[src/rtl/nand_seq_pkg.sv]
package nand_seq_pkg;

   typedef enum logic [1:0] {
      PH_IDLE  = 2'd0,
      PH_SETUP = 2'd1,
      PH_WAIT  = 2'd2,
      PH_HOLD  = 2'd3
   } nand_phase_e;

   localparam int NUM_FIELDS = 3;
   localparam int FLD_HOLD   = 0;
   localparam int FLD_WAIT   = 1;
   localparam int FLD_SETUP  = 2;

endpackage

[src/rtl/nand_tset_sel.sv]
module nand_tset_sel
   import nand_seq_pkg::*;
#(
   parameter int CNT_W = 8
) (
   input  logic             clk,
   input  logic             rst_n,
   input  logic             load,
   input  logic             attr,
   input  logic [CNT_W-1:0] cmn_setup,
   input  logic [CNT_W-1:0] cmn_wait,
   input  logic [CNT_W-1:0] cmn_hold,
   input  logic [CNT_W-1:0] att_setup,
   input  logic [CNT_W-1:0] att_wait,
   input  logic [CNT_W-1:0] att_hold,
   output logic [CNT_W-1:0] live_setup,
   output logic [CNT_W-1:0] lat_wait,
   output logic [CNT_W-1:0] lat_hold
);

   localparam int NLAT = NUM_FIELDS - 1;

   logic [NUM_FIELDS-1:0][CNT_W-1:0] cmn_f, att_f, live_f;
   logic [NLAT-1:0][CNT_W-1:0]       lat_f;

   assign cmn_f = {cmn_setup, cmn_wait, cmn_hold};
   assign att_f = {att_setup, att_wait, att_hold};

   for (genvar f = 0; f < NUM_FIELDS; f++) begin : g_sel
      assign live_f[f] = attr ? att_f[f] : cmn_f[f];
   end

   for (genvar f = 0; f < NLAT; f++) begin : g_lat
      always_ff @(posedge clk or negedge rst_n) begin
         if (!rst_n)    lat_f[f] <= '0;
         else if (load) lat_f[f] <= live_f[f];
      end
   end

   assign live_setup = live_f[FLD_SETUP];
   assign lat_wait   = lat_f[FLD_WAIT];
   assign lat_hold   = lat_f[FLD_HOLD];

endmodule

[src/rtl/nand_phase_ctr.sv]
module nand_phase_ctr #(
   parameter int CNT_W = 8
) (
   input  logic             clk,
   input  logic             rst_n,
   input  logic             load,
   input  logic [CNT_W-1:0] load_val,
   output logic             cnt_zero
);

   logic [CNT_W-1:0] cnt_q;

   always_ff @(posedge clk or negedge rst_n) begin
      if (!rst_n)             cnt_q <= '0;
      else if (load)          cnt_q <= load_val;
      else if (cnt_q != '0)   cnt_q <= cnt_q - 1'b1;
   end

   assign cnt_zero = (cnt_q == '0);

endmodule

[src/rtl/nand_cycle_seq.sv]
module nand_cycle_seq
   import nand_seq_pkg::*;
#(
   parameter int DATA_W = 16,
   parameter int CNT_W  = 8
) (
   input  logic              clk,
   input  logic              rst_n,
   input  logic              req_valid,
   input  logic              req_write,
   input  logic              req_attr,
   input  logic [DATA_W-1:0] req_wdata,
   input  logic [CNT_W-1:0]  cmn_setup,
   input  logic [CNT_W-1:0]  cmn_wait,
   input  logic [CNT_W-1:0]  cmn_hold,
   input  logic [CNT_W-1:0]  att_setup,
   input  logic [CNT_W-1:0]  att_wait,
   input  logic [CNT_W-1:0]  att_hold,
   output logic              req_ready,
   output logic              nand_ce_n,
   output logic              nand_we_n,
   output logic              nand_oe_n,
   output logic [DATA_W-1:0] nand_dout,
   output logic              nand_dout_en,
   output logic              busy
);

   if (DATA_W != 8 && DATA_W != 16) begin : g_bad_data_w
      $error("nand_cycle_seq: DATA_W must be 8 or 16");
   end
   if (CNT_W < 1 || CNT_W > 16) begin : g_bad_cnt_w
      $error("nand_cycle_seq: CNT_W must lie in 1..16");
   end

   nand_phase_e       phase_q, phase_d;
   logic              wr_q;
   logic [DATA_W-1:0] wdata_q;
   logic              accept;
   logic              ctr_load;
   logic [CNT_W-1:0]  ctr_val;
   logic              cnt_zero;
   logic [CNT_W-1:0]  live_setup, lat_wait, lat_hold;

   assign accept = (phase_q == PH_IDLE) && req_valid;

   nand_tset_sel #(.CNT_W(CNT_W)) u_tset (
      .clk        (clk),
      .rst_n      (rst_n),
      .load       (accept),
      .attr       (req_attr),
      .cmn_setup  (cmn_setup),
      .cmn_wait   (cmn_wait),
      .cmn_hold   (cmn_hold),
      .att_setup  (att_setup),
      .att_wait   (att_wait),
      .att_hold   (att_hold),
      .live_setup (live_setup),
      .lat_wait   (lat_wait),
      .lat_hold   (lat_hold)
   );

   nand_phase_ctr #(.CNT_W(CNT_W)) u_ctr (
      .clk      (clk),
      .rst_n    (rst_n),
      .load     (ctr_load),
      .load_val (ctr_val),
      .cnt_zero (cnt_zero)
   );

   always_comb begin
      phase_d  = phase_q;
      ctr_load = 1'b0;
      ctr_val  = live_setup;
      unique case (phase_q)
         PH_IDLE: begin
            if (req_valid) begin
               phase_d  = PH_SETUP;
               ctr_load = 1'b1;
               ctr_val  = live_setup;
            end
         end
         PH_SETUP: begin
            if (cnt_zero) begin
               phase_d  = PH_WAIT;
               ctr_load = 1'b1;
               ctr_val  = lat_wait;
            end
         end
         PH_WAIT: begin
            if (cnt_zero) begin
               phase_d  = PH_HOLD;
               ctr_load = 1'b1;
               ctr_val  = lat_hold;
            end
         end
         PH_HOLD: begin
            if (cnt_zero) phase_d = PH_IDLE;
         end
         default: phase_d = PH_IDLE;
      endcase
   end

   always_ff @(posedge clk or negedge rst_n) begin
      if (!rst_n) begin
         phase_q <= PH_IDLE;
         wr_q    <= 1'b0;
         wdata_q <= '0;
      end else begin
         phase_q <= phase_d;
         if (accept) begin
            wr_q    <= req_write;
            wdata_q <= req_wdata;
         end
      end
   end

   assign busy         = (phase_q != PH_IDLE);
   assign nand_ce_n    = ~busy;
   assign nand_we_n    = ~((phase_q == PH_WAIT) && wr_q);
   assign nand_oe_n    = ~((phase_q == PH_WAIT) && !wr_q);
   assign nand_dout_en = busy && wr_q;
   assign nand_dout    = wdata_q;
   assign req_ready    = (phase_q == PH_HOLD) && cnt_zero;

endmodule

[config.mk]
export PLATFORM = sky130hd
export DESIGN_NAME = nand_cycle_seq
export DESIGN_NICKNAME = d
export VERILOG_FILES = /design/src/rtl/nand_seq_pkg.sv /design/src/rtl/nand_tset_sel.sv /design/src/rtl/nand_phase_ctr.sv /design/src/rtl/nand_cycle_seq.sv
export SDC_FILE = /design/constraint.sdc
export NUM_CORES = 1
export LEC_CHECK = 0
export BUFFER_PORTS_ARGS = -buffer_cell sky130_fd_sc_hd__buf_4
export CORE_MARGIN = 1
export CORE_UTILIZATION = 53
export DETAILED_ROUTE_END_ITERATION = 6
export PLACE_DENSITY = 0.9
export REMOVE_ABC_BUFFERS = 1
export SLEW_MARGIN = 20
export SYNTH_ARGS = -nofsm -noshare
export SYNTH_HDL_FRONTEND = slang
export SYNTH_SLANG_ARGS = --single-unit
export TNS_END_PERCENT = 5
[constraint.sdc]
create_clock -name clk -period 3.5 [get_ports clk]
set_input_delay 0.175 -clock clk [delete_from_list [all_inputs] [get_ports clk]]
set_output_delay 0.175 -clock clk [all_outputs]
set_load 0.01 [all_outputs]
==> results.json <==
{
  "outcome": "completed",
  "syn_area_um2": 2430,
  "ys_async_sr_fraction_pct": 100,
  "synth-edff-count": 0,
  "grt_max_degree": 54,
  "crit_path_start": "phase_q[0]",
  "initial_core_util_pct": 55.4,
  "synth_area_leaders": "dfrtp_1 44%, mux2i_1 14%, mux2_2 7.9%, o21ai_0 4.7%, ha_1 4.1%",
  "synth-simple-area-share_pct": 12.1,
  "cts.sinks": 43,
  "synth_ff_type": "dfrtp_1",
  "clock_path_buffers": 2,
  "fillers": 286,
  "slew_headroom_pct": 36.8,
  "finalWorstSetupSlack_ns": 1.27,
  "tritoncts": "built",
  "r2r-start": "phase_q[0]",
  "final_nets": 382,
  "fin_skew_ns": 0.00933,
  "dr_wl_met2_mm": 3.41,
  "power_leakage_nw": 1.64,
  "setup-violations-final": 0,
  "worstSetupStartpointType": "flip-flop",
  "pwr_density_cell_nw_per_um2": 830,
  "wl_met1_mm": 2.44,
  "crit_path_end_kind": "flip-flop",
  "vias": 2054,
  "ys_types": 43,
  "met3WireLength_um": 507,
  "dr.first_iter.drc_count": 117,
  "firstDrtPassIters": 4,
  "crit_chain": "inv_1 -> ha_1 -> nand2_2 -> a21oi_1 -> mux2i_1 -> o21ai_0",
  "synth-compound-area-share_pct": 13.1,
  "dieArea_um2": 4850,
  "yosysSeqAreaShare_pct": 44.3,
  "diodes": 0,
  "synth_fa_ha_area_share_pct": 4.12,
  "path_delay_family": "simple AND/OR/NAND/NOR gates",
  "clkTransAtPathRegs_ns": 0.09,
  "drv_slew": 0,
  "slowest_stage": "nand2_2",
  "cts-htree-levels": 2,
  "rsz0062_at_grt": "no",
  "worst-slew-pin-transition_ns": 0.945,
  "cpPeakStageDelay_ns": 0.57,
  "die_h_um": 69.7,
  "tns_ns": 0,
  "crit_fanout": 53,
  "hp-start": "req_write",
  "drv_cap": 0,
  "cp.buffers_inverters": 1,
  "drc_errors": 0,
  "yosysTopAreaCell": "dfrtp_1",
  "yosysMostFrequentCell": "dfrtp_1",
  "hold_violations": 0,
  "fin_crit_ns": 2.23,
  "grt_pass1_vias": 2294,
  "coreArea_um2": 4380,
  "syn_inst": 218,
  "holdCritPathClass": "input port to flip-flop",
  "synthMuxAreaShare_pct": 22.3,
  "dp_slack_ns": 1.30,
  "synth_top_family_by_area": "multiplexers",
  "fmax_mhz": 449,
  "die_w_um": 69.7,
  "layout-drive-gt1-share_pct": 41.8,
  "via_per_inst": 5.74,
  "routedWlPerCell_um": 18.1,
  "hpwl_mm": 4.45,
  "cp.required_ns": 3.69,
  "grt_pass1_wl_mm": 10.6,
  "ir_worst_vdd_mv": 0.690,
  "clock_latency_ns": 0.30,
  "synthTopCellsByCount": "43 x dfrtp_1, 35 x mux2i_1, 23 x o21ai_0",
  "grt_use_total_pct": 27.9,
  "areaGrowthSynthToFinish_pct": 34.6,
  "path_class": "flip-flop to flip-flop",
  "ios": 91,
  "cp.arrival_ns": 2.41,
  "post_cts_resized": 0,
  "port_buffers": 90,
  "fin_crit_sh_pct": 63.6,
  "ys_ff_latch": 43,
  "avgSynthCellArea_um2": 11.1,
  "placementRows": 24,
  "gp_congestion": 0.856,
  "yosys_warnings": 0,
  "cts-root-buf": "clkbuf_8",
  "numCtsBuffers": 5,
  "synth_xor_area_share_pct": 1.08,
  "ant_nets": 0,
  "drt-total-wl_mm": 6.48,
  "antenna_found_initial": 0,
  "synth_top_area_share_pct": 44.3,
  "gr-total-overflow": 0,
  "cts_setup_buffers": 0,
  "top_layer_used": "met4"
}
[layout by cell type (no fill, tap or decap), types with 2 or more instances in the layout]
cell type  synthesis  routed
buf_4              1      90
dfrtp_1           43      43
mux2i_1           35      35
o21ai_0           23      23
nand2_1           20      19
mux2_2            17      17
nor2_1            11      11
ha_1               8       8
inv_1              6       6
clkbuf_8           0       5
a22o_1             4       4
a221oi_1           3       3
nor3b_1            2       2
o22a_1             2       2
o32ai_1            2       2
a21o_1             2       2
xor2_1             2       2
a22oi_1            2       2
a211oi_2           2       2
bufinv_16          0       2
[layer usage]
metal | vias up | global-route usage [%]
met5 | - | 0
met4 | 0 | 9.56
met3 | 16 | 9.01
met2 | 84 | 50.2
met1 | 992 | 30.9
li1 | 962 | -
[per-stage QoR]
stage,area [um^2],util [%],cells,hold slack [ns],total power [W]
floorplan,2380,-,207,-0.121,0.00173
global placement,3120,71.2,349,0.184,0.00214
detailed placement,3120,71.2,349,0.191,0.00222
CTS,3270,74.5,358,0.0955,0.00271
global route,3270,74.5,358,0.101,0.00286
finish,3270,74.5,358,0.0982,0.00271
[final timing paths]
| check | to | slack [ns] | depth (start not counted) |
|---|---|---|---|
| setup / recovery | u_ctr.cnt_q[0] | 1.27 | 6 |
| hold / removal | wr_q | 0.1 | 2 |
| setup reg to reg | u_ctr.cnt_q[0] | 1.27 | 6 |
| hold reg to reg | u_tset.lat_hold[6] | 0.50 | 2 |
| max in group asynchronous | u_tset.lat_hold[2] | 2.73 | 2 |
| min in group asynchronous | nand_dout[0] | 0.40 | 2 |
[cells by family (layout without fill, tap and decap cells)]
group                    after synthesis  count (layout)
multiplexers                          52              52
AND/OR/NAND/NOR                       49              49
AO/OA/AOI/OAI                         46              46
flip-flops                            43              43
buffers and inverters                 17             105
adder cells (fa/ha/maj)                8               8
XOR/XNOR                               3               3
[layout make-up]
class	instances	area [um^2]	share of cell area [%]
sequential	43	1080	32.9
timing repair buffer	91	686	21.0
inverter	6	22.5	0.689
clock buffer	5	68.8	2.11
tap	52	65.1	1.99
multi-input combinational	158	1280	39.2
clock inverter	3	67.6	2.07
[state kept, by name, summed over array words and instances, names as in the netlist]
signal,cells
wr_q,1
u_tset.lat_wait,8
phase_q,2
u_ctr.cnt_q,8
nand_dout,16
u_tset.lat_hold,8
[what timing repair did]
item / 4_1_cts / 5_1_grt
hold buffers: 1 / 0
setup endpoints to repair: 0 / 0
endpoints found under the hold margin: 43 / 0
[report_power, final]
| group | switching (W) | internal [W] | total [W] |
|---|---|---|---|
| Clock | 0.000180 | 0.000285 | 0.000465 |
| Sequential | 0.000214 | 0.000746 | 0.000960 |
| Combinational | 0.000655 | 0.000632 | 0.00129 |
No activity file was read; power rests on OpenSTA's default activity.
